[src/rtl/zgu_pkg.sv]
package zgu_pkg;
  localparam int unsigned NUM_CH = 2;
  localparam int unsigned CH_L   = 0;
  localparam int unsigned CH_R   = 1;

  typedef enum logic [1:0] {
    APPLY_NONE,
    APPLY_DIRECT,
    APPLY_CROSS,
    APPLY_TIMEOUT
  } apply_cause_e;
endpackage

[src/rtl/zgu_sign_sync.sv]
module zgu_sign_sync #(
  parameter int unsigned STAGES = 2
) (
  input  logic clk_i,
  input  logic rst_ni,
  input  logic sign_i,
  output logic cross_o
);
  // sh[STAGES-1] is the synchronized sign; sh[STAGES] holds its previous value
  logic [STAGES:0] sh_q;

  always_ff @(posedge clk_i or negedge rst_ni) begin
    if (!rst_ni) sh_q <= '0;
    else         sh_q <= {sh_q[STAGES-1:0], sign_i};
  end

  assign cross_o = sh_q[STAGES] ^ sh_q[STAGES-1];
endmodule

[src/rtl/zgu_timeout.sv]
module zgu_timeout #(
  parameter int unsigned LIMIT = 3_600_000
) (
  input  logic clk_i,
  input  logic rst_ni,
  input  logic restart_i,
  input  logic run_i,
  output logic expire_o
);
  localparam int unsigned CNT_W = $clog2(LIMIT + 1);
  localparam logic [CNT_W-1:0] LAST = CNT_W'(LIMIT - 1);

  logic [CNT_W-1:0] cnt_q;
  logic             at_last;

  assign at_last  = (cnt_q == LAST);
  assign expire_o = run_i && at_last;

  always_ff @(posedge clk_i or negedge rst_ni) begin
    if (!rst_ni)         cnt_q <= '0;
    else if (restart_i)  cnt_q <= '0;
    else if (!run_i)     cnt_q <= '0;
    else if (!at_last)   cnt_q <= cnt_q + 1'b1;
  end
endmodule

[src/rtl/zgu_chan.sv]
module zgu_chan
  import zgu_pkg::*;
#(
  parameter int unsigned CODE_W     = 8,
  parameter int unsigned CROSS_NEED = 2
) (
  input  logic              clk_i,
  input  logic              rst_ni,
  input  logic              zc_en_i,
  input  logic              load_i,
  input  logic [CODE_W-1:0] code_i,
  input  logic              cross_i,
  input  logic              expire_i,
  output logic [CODE_W-1:0] gain_o,
  output logic              pend_o
);
  localparam int unsigned CW = $clog2(CROSS_NEED + 1);
  localparam logic [CW-1:0] CW_LAST = CW'(CROSS_NEED - 1);

  logic [CODE_W-1:0] gain_q, tgt_q;
  logic              pend_q;
  logic [CW-1:0]     cnt_q;
  apply_cause_e      cause;

  always_comb begin
    cause = APPLY_NONE;
    if (load_i) begin
      if (!zc_en_i) cause = APPLY_DIRECT;
    end else if (pend_q) begin
      if (!zc_en_i)                          cause = APPLY_DIRECT;
      else if (cross_i && cnt_q == CW_LAST)  cause = APPLY_CROSS;
      else if (expire_i)                     cause = APPLY_TIMEOUT;
    end
  end

  always_ff @(posedge clk_i or negedge rst_ni) begin
    if (!rst_ni) begin
      gain_q <= '0;
      tgt_q  <= '0;
      pend_q <= 1'b0;
      cnt_q  <= '0;
    end else if (load_i) begin
      cnt_q <= '0;
      if (!zc_en_i) begin
        gain_q <= code_i;
        pend_q <= 1'b0;
      end else begin
        tgt_q  <= code_i;
        pend_q <= 1'b1;
      end
    end else if (cause != APPLY_NONE) begin
      gain_q <= tgt_q;
      pend_q <= 1'b0;
      cnt_q  <= '0;
    end else if (pend_q && cross_i) begin
      cnt_q <= cnt_q + 1'b1;
    end
  end

  assign gain_o = gain_q;
  assign pend_o = pend_q;
endmodule

[src/rtl/zc_gain_updater.sv]
module zc_gain_updater
  import zgu_pkg::*;
#(
  parameter int unsigned CODE_W      = 8,
  parameter int unsigned SYNC_STAGES = 2,
  parameter int unsigned CROSS_NEED  = 2,
  parameter int unsigned TIMEOUT_CYC = 3_600_000
) (
  input  logic              clk_i,
  input  logic              rst_ni,
  input  logic              zc_en_i,
  input  logic              load_i,
  input  logic [CODE_W-1:0] code_l_i,
  input  logic [CODE_W-1:0] code_r_i,
  input  logic              sign_l_i,
  input  logic              sign_r_i,
  output logic [CODE_W-1:0] gain_l_o,
  output logic [CODE_W-1:0] gain_r_o,
  output logic              pend_l_o,
  output logic              pend_r_o
);
  logic [NUM_CH-1:0][CODE_W-1:0] code_v, gain_v;
  logic [NUM_CH-1:0]             sign_v, cross_v, pend_v;
  logic                          expire;

  assign code_v[CH_L] = code_l_i;
  assign code_v[CH_R] = code_r_i;
  assign sign_v[CH_L] = sign_l_i;
  assign sign_v[CH_R] = sign_r_i;

  zgu_timeout #(.LIMIT(TIMEOUT_CYC)) u_timer (
    .clk_i     (clk_i),
    .rst_ni    (rst_ni),
    .restart_i (load_i && zc_en_i),
    .run_i     (|pend_v && zc_en_i),
    .expire_o  (expire)
  );

  for (genvar ch = 0; ch < NUM_CH; ch++) begin : g_ch
    zgu_sign_sync #(.STAGES(SYNC_STAGES)) u_sync (
      .clk_i   (clk_i),
      .rst_ni  (rst_ni),
      .sign_i  (sign_v[ch]),
      .cross_o (cross_v[ch])
    );

    zgu_chan #(.CODE_W(CODE_W), .CROSS_NEED(CROSS_NEED)) u_chan (
      .clk_i    (clk_i),
      .rst_ni   (rst_ni),
      .zc_en_i  (zc_en_i),
      .load_i   (load_i),
      .code_i   (code_v[ch]),
      .cross_i  (cross_v[ch]),
      .expire_i (expire),
      .gain_o   (gain_v[ch]),
      .pend_o   (pend_v[ch])
    );
  end

  assign gain_l_o = gain_v[CH_L];
  assign gain_r_o = gain_v[CH_R];
  assign pend_l_o = pend_v[CH_L];
  assign pend_r_o = pend_v[CH_R];
endmodule

[config.mk]
export PLATFORM = sky130hd
export DESIGN_NAME = zc_gain_updater
export DESIGN_NICKNAME = d
export VERILOG_FILES = /design/src/rtl/zgu_pkg.sv /design/src/rtl/zgu_sign_sync.sv /design/src/rtl/zgu_timeout.sv /design/src/rtl/zgu_chan.sv /design/src/rtl/zc_gain_updater.sv
export SDC_FILE = /design/constraint.sdc
export NUM_CORES = 1
export LEC_CHECK = 0
export BUFFER_PORTS_ARGS = -buffer_cell sky130_fd_sc_hd__buf_4
export CORE_ASPECT_RATIO = 1.25
export CORE_MARGIN = 4
export CORE_UTILIZATION = 55
export DETAILED_ROUTE_END_ITERATION = 16
export PLACE_DENSITY = 0.76
export SLEW_MARGIN = 20
export SYNTH_ARGS = -nofsm -noshare
export SYNTH_HDL_FRONTEND = slang
export SYNTH_SLANG_ARGS = --single-unit
[constraint.sdc]
create_clock -name clk_i -period 2.6 [get_ports clk_i]
set_input_delay 0.13 -clock clk_i [delete_from_list [all_inputs] [get_ports clk_i]]
set_output_delay 0.13 -clock clk_i [all_outputs]
set_load 0.03 [all_outputs]
# [After elaboration in Yosys (flattened, before gate mapping)]
# Index checks and enable logic that the tools add are counted.
# Widths: inputs -> output; s select.
[classes] n_reduce_logical=17 bitwise_logic=2 eq_ne=5 muxes=30 add_sub_neg=3
[op_table] op="$mux 22" count=3
[op_table] op="$mux 8" count=6
[op_table] op="$mux 2" count=15
[op_table] op="$add 22x1->22 const B" count=1
[op_table] op="$eq 22x22->1 const B" count=1
[op_table] op="$reduce_bool 2->1" count=4
[op_table] op="$logic_and 1x1->1" count=7
[op_table] op="$mux 1" count=6
[op_table] op="$reduce_and 2->1" count=3
[op_table] op="$reduce_bool 3->1" count=2
[op_table] op="$add 2x1->2 const B" count=2
[op_table] op="$eq 2x1->1 const B" count=2
[op_table] op="$ne 3x2->1 const B" count=1
[op_table] op="$ne 2x2->1 const B" count=1
[op_table] op="$reduce_or 2->1" count=1
[op_table] op="$xor 1x1->1" count=2
[totals] input_bits=22 output_inout_bits=18 register_bits=66

# [Depth between registers and ports, before layout]
[depth] ltp_word=11 depth_mapped=7

# [Modules after synthesis]
# Synthesis repeated with hierarchy kept, for this count alone.
[hier_totals] cells_unflattened=255 area_unflattened_um2=3148.0
[by_module_without_submodules] module="zgu_chan" area_each_um2=869.6 cells_per_inst=58 n_inst=2
[by_module_without_submodules] module="zgu_timeout" area_each_um2=1227.4 cells_per_inst=129 n_inst=1
[by_module_without_submodules] module="zgu_sign_sync" area_each_um2=83.8 cells_per_inst=4 n_inst=2
[by_module_without_submodules] module="zc_gain_updater" area_each_um2=13.8 cells_per_inst=2 n_inst=1

# [Least setup slack after synthesis]
# No wires, ideal clock.
[synth_path] path_kind="flip-flop to flip-flop" start="reg u_timer.cnt_q[7]" end="reg g_ch[1].u_chan.gain_q[0]" period_less_slack_ns=2.067 path_slack_ns=0.533 stages_incl_launch_ff=7 t_required_ns=2.475 n_path_buf=1 arrival_ns=1.941 path_cell_list="dfrtp_1 -> or4_4 -> nor4_4 -> a22oi_2 -> a21o_1 -> buf_6 -> mux2_4"
[synth_between] elab_chain_cells=10
[synth_lines] item="start, declared" line="zgu_timeout.sv:13" rtl="logic [CNT_W-1:0] cnt_q;"
[synth_lines] item="start signal, assigned" line="zgu_timeout.sv:23" rtl="else if (!at_last) cnt_q <= cnt_q + 1'b1;"
[synth_lines] item="$eq 22x22->1" line="zgu_timeout.sv:16" rtl="assign at_last = (cnt_q == LAST);"
[synth_lines] item="$logic_and 1x1->1" line="zgu_timeout.sv:17" rtl="assign expire_o = run_i && at_last;"
[synth_lines] item="$mux 2" line="zgu_chan.sv:32" rtl="else if (expire_i) cause = APPLY_TIMEOUT;"
[synth_lines] item="$mux 2" line="zgu_chan.sv:31" rtl="else if (cross_i && cnt_q == CW_LAST) cause = APPLY_CROSS;"
[synth_lines] item="$mux 2" line="zgu_chan.sv:30" rtl="if (!zc_en_i) cause = APPLY_DIRECT;"
[synth_lines] item="$mux 2" line="zgu_chan.sv:29" rtl="end else if (pend_q) begin"
[synth_lines] item="$mux 2" line="zgu_chan.sv:27" rtl="if (load_i) begin"
[synth_lines] item="$reduce_bool 2->1" line="zgu_chan.sv:51" rtl="end else if (cause != APPLY_NONE) begin"
[synth_lines] item="$reduce_bool 2->1 (no source line)"
[synth_lines] item="$reduce_and 2->1 (no source line)"
[synth_lines] item="end signal, assigned" line="zgu_chan.sv:45" rtl="gain_q <= code_i;"
[synth_lines] item="end signal, assigned" line="zgu_chan.sv:52" rtl="gain_q <= tgt_q;"
[synth_lines] item="end, declared" line="zgu_chan.sv:20" rtl="logic [CODE_W-1:0] gain_q, tgt_q;"
# No other way between the ends.
# A chain may end at the register's enable or synchronous reset.

# [Worst setup path in the final report]
[layout_path] start="reg u_timer.cnt_q[7]" end="reg g_ch[1].u_chan.gain_q[7]"
# Same word-level chain as after synthesis.

==> out/qor.yml <==
clock_tree:
  cts_made_buffers: 9
  clk_pin_slew_ns: 0.07
  cts-root-buf: "clkbuf_8"
  insertion_delay_ns: 0.34
  clk_path_buf_depth: 2
  cts.sinks: 66
  cts_setup_buffers: 0
  h-tree-depth: 3
  cts_tree: "done"
layout:
  multi_input_area_um2: 1410
  diodes: 0
  seqCellArea_um2: 1650
  final_cells: 374
  n_fill_cell: 419
  drive_gt1_share_pct: 37.7
  nets: 330
  area_delta_synth_final_pct: 18.1
  fin_util_pct: 67.6
sta:
  worst_slack_ns: 0.323
  rsz0062_at_grt: "false"
  relSlewSlack_pct: 44.9
  fin_setup_tns_ns: 0
  report.final.hold_viol_count: 0
  period_needed_ns: 2.28
  worst_slew_pin_slew_ns: 0.827
  clock_skew_ns: 0.00841
  fmax_mhz: 439
  maxSlewViolCount: 0
  period_share_pct: 87.6
  setup_viol: 0
logic_synthesis:
  ys_seq_area_share_pct: 52.6
  synth_nets: 282
  synth_commonest_cells: "dfrtp_1, mux2_2, nor2_1"
  ys_ff_latch: 66
  synth.distinct_cells: 46
  post-synth-top-count-cell: "dfrtp_1"
  synth_area_leader_cell: "dfrtp_1"
  async_flop_share_pct: 100
  avgSynthCellArea_um2: 12.2
  synth-edff-count: 0
  synth_area_leaders: "dfrtp_1, mux2_2, mux2_4, xor2_1, nor2_1"
  yosysTopAreaCellShare_pct: 52.6
  synthFlopType: "dfrtp_1"
  yosysWarningCount: 0
  syn-cell-area_um2: 3140
  synth_cells: 257
die:
  placementRows: 30
  start_util_pct: 57.3
  die-height_um: 92.5
  coreArea_um2: 5480
  die-area_um2: 6990
  die_w_um: 75.6
  ios: 40
place:
  place_hpwl_um: 4130
  place.gp.congestion: 0.817
  port_buffers: 39
  pre_cts_ws_ns: 0.348
  dp.cells: 355
route:
  ant_nets: 0
  vias: 2111
  wl_per_cell_um: 16.3
  drt_iter0_markers: 131
  drt-total-wl_um: 6100
  firstDrtPassIters: 4
  route.detailed.drc: 0
  routed_via_density: 5.64
grt:
  grt.total_usage_pct: 19.5
  grt.overflow.total: 0
  antenna_found_initial: 0
  grt_pass1_vias: 2205
  grt_max_degree: 67
  grt_pass1_wl_um: 10400
worst_setup_path:
  r2r_end: "g_ch[1].u_chan.gain_o[7]"
  path_cells: "or4_4 -> nor4_4 -> a22oi_2 -> a21o_1 -> mux2_4"
  r2r_start: "u_timer.cnt_q[7]"
  cp-start-kind: "register"
  cp_max_fo: 8
  crit_arrival_ns: 2.49
  rr_worst_depth: 5
  critPathCaptureType: "register"
  cpPeakStageDelay_ns: 0.57
  critPathKind: "register to register"
  critPathSlowestCell: "or4_4"
  cp_data_required_time_ns: 2.81
  regToRegSetupSlack_ns: 0.32
power_and_ir_drop:
  cellPowerDensity_nw_per_um2: 707
  p_comb_share_pct: 20.6
  switchingPower_mw: 0.724
  ir_worst_vdd_uv: 472
  p_sw_share_pct: 27.6
  power_frac_seq_pct: 46.2
  total_power_mw: 2.62
  pwr-share-clk_pct: 33.2
  p_int_mw: 1.90
  p_leak_nw: 1.64
run_status:
  status: "finished clean"
flow_run:
  drv_cap: 0
hold_path:
  hold_path_depth: 2
  min_to: "g_ch[0].u_chan.tgt_q[7]"
  hold_path.startpoint: "code_l_i[7]"
  hp-class: "input port to register"
[placed cells by master, fill, tap and decap left out, types with 2 or more instances in the layout]
master         synthesis  layout
ha_1                   3       3
nor3_1                 4       4
xor2_1                10      10
dlygate4sd3_1          0       3
buf_4                  0      42
mux2_2                42      42
o31ai_1                6       6
a21oi_1               10      10
clkbuf_1               4       3
nand4_1                6       6
nand2_1               18      18
mux2_4                 8       8
nand3_1                9       9
or4_1                  2       2
and2_1                 3       3
xnor2_1                4       4
inv_1                  5       5
clkbuf_8               0      11
nor2_1                22      22
nor4_4                 2       2
a31oi_1                2       2
nor4_1                 3       3
o21ai_0                2       2
dfrtp_1               66      66
[worst max-delay path: cells and delay by family (launching register included)]
family	cells	cell delay [ns]
and+or+nand+nor	2	0.87
DFF	1	0.42
AOI/OAI and AO/OA	2	0.52
muxes	1	0.35
[metal layers]
layer  global-route usage (%)  vias up  wire [um]
met5                        0        -          0
met4                     8.45        0         55
met3                     4.13        6        229
met2                     31.6       30       3200
met1                     24.7     1057       2620
li1                         -     1018          -
[registers in the layout (all words and copies together) (netlist names)]
signal / flops
g_ch.u_chan.gain_o: 16
u_timer.cnt_q: 22
g_ch.u_sync.sh_q: 6
g_ch.u_chan.tgt_q: 16
g_ch.u_chan.pend_o: 2
g_ch.u_chan.cnt_q: 4
[through the flow]
stage          instance area, um^2  hold slack [ns]
2_1_floorplan                 3140           -0.166
3_3_place_gp                  3480            0.240
3_5_place_dp                  3480            0.240
4_1_cts                       3710           0.0223
5_1_grt                       3710           0.0222
6_report                      3710           0.0295
[timing repair]
| action | 4_1_cts | 5_1_grt |
|---|---|---|
| hold buffers | 3 | 0 |
| resized for setup | 0 | 0 |
| endpoints found under the hold margin | 68 | 0 |
[power by group through the flow]
| stage | registers [mW] | clock network [mW] | logic (mW) |
|---|---|---|---|
| finish | 1.21 | 0.870 | 0.540 |
| global route | 1.23 | 0.934 | 0.579 |
| CTS | 1.21 | 0.888 | 0.548 |
| detailed placement | 1.23 | 0 | 0.544 |
| global placement | 1.22 | 0 | 0.533 |
| floorplan | 1.36 | 0 | 0.205 |
[final cells by class]
type	instances	share of cell area, %
Sequential cell	66	44.5
Clock buffer	14	4.39
Inverter	5	0.506
Timing Repair Buffer	45	9.31
Clock inverter	2	0.945
Multi-Input combinational cell	178	38.1
Tap cell	64	2.16
[cells by family (layout without fill, tap and decap cells)]
family,after synthesis,in the layout,share of synthesized area [%]
buffers and inverters,13,66,2.35
AOI/OAI and AO/OA,30,30,6.54
muxes,51,51,19.2
xor gates and xnor gates,14,14,3.91
adders and majority gates,3,3,1.20
DFF,66,66,52.6
and+or+nand+nor,80,80,14.2
[worst max path at each step]
stage                           startpoint                        to  slack (ns)  cells past startpoint
after global routing      u_timer.cnt_q[0]  g_ch[1].u_chan.gain_o[5]        0.12                      6
after detailed placement  u_timer.cnt_q[0]  g_ch[1].u_chan.gain_o[5]        0.35                      6
after CTS                 u_timer.cnt_q[0]  g_ch[1].u_chan.gain_o[5]        0.32                      6
after floorplan           u_timer.cnt_q[7]  g_ch[1].u_chan.gain_o[0]        0.53                      6
after global placement    u_timer.cnt_q[7]  g_ch[1].u_chan.gain_o[1]        0.41                      5
final                     u_timer.cnt_q[7]  g_ch[1].u_chan.gain_o[7]        0.32                      5
Note: power is estimated with default switching activity, not from simulation.
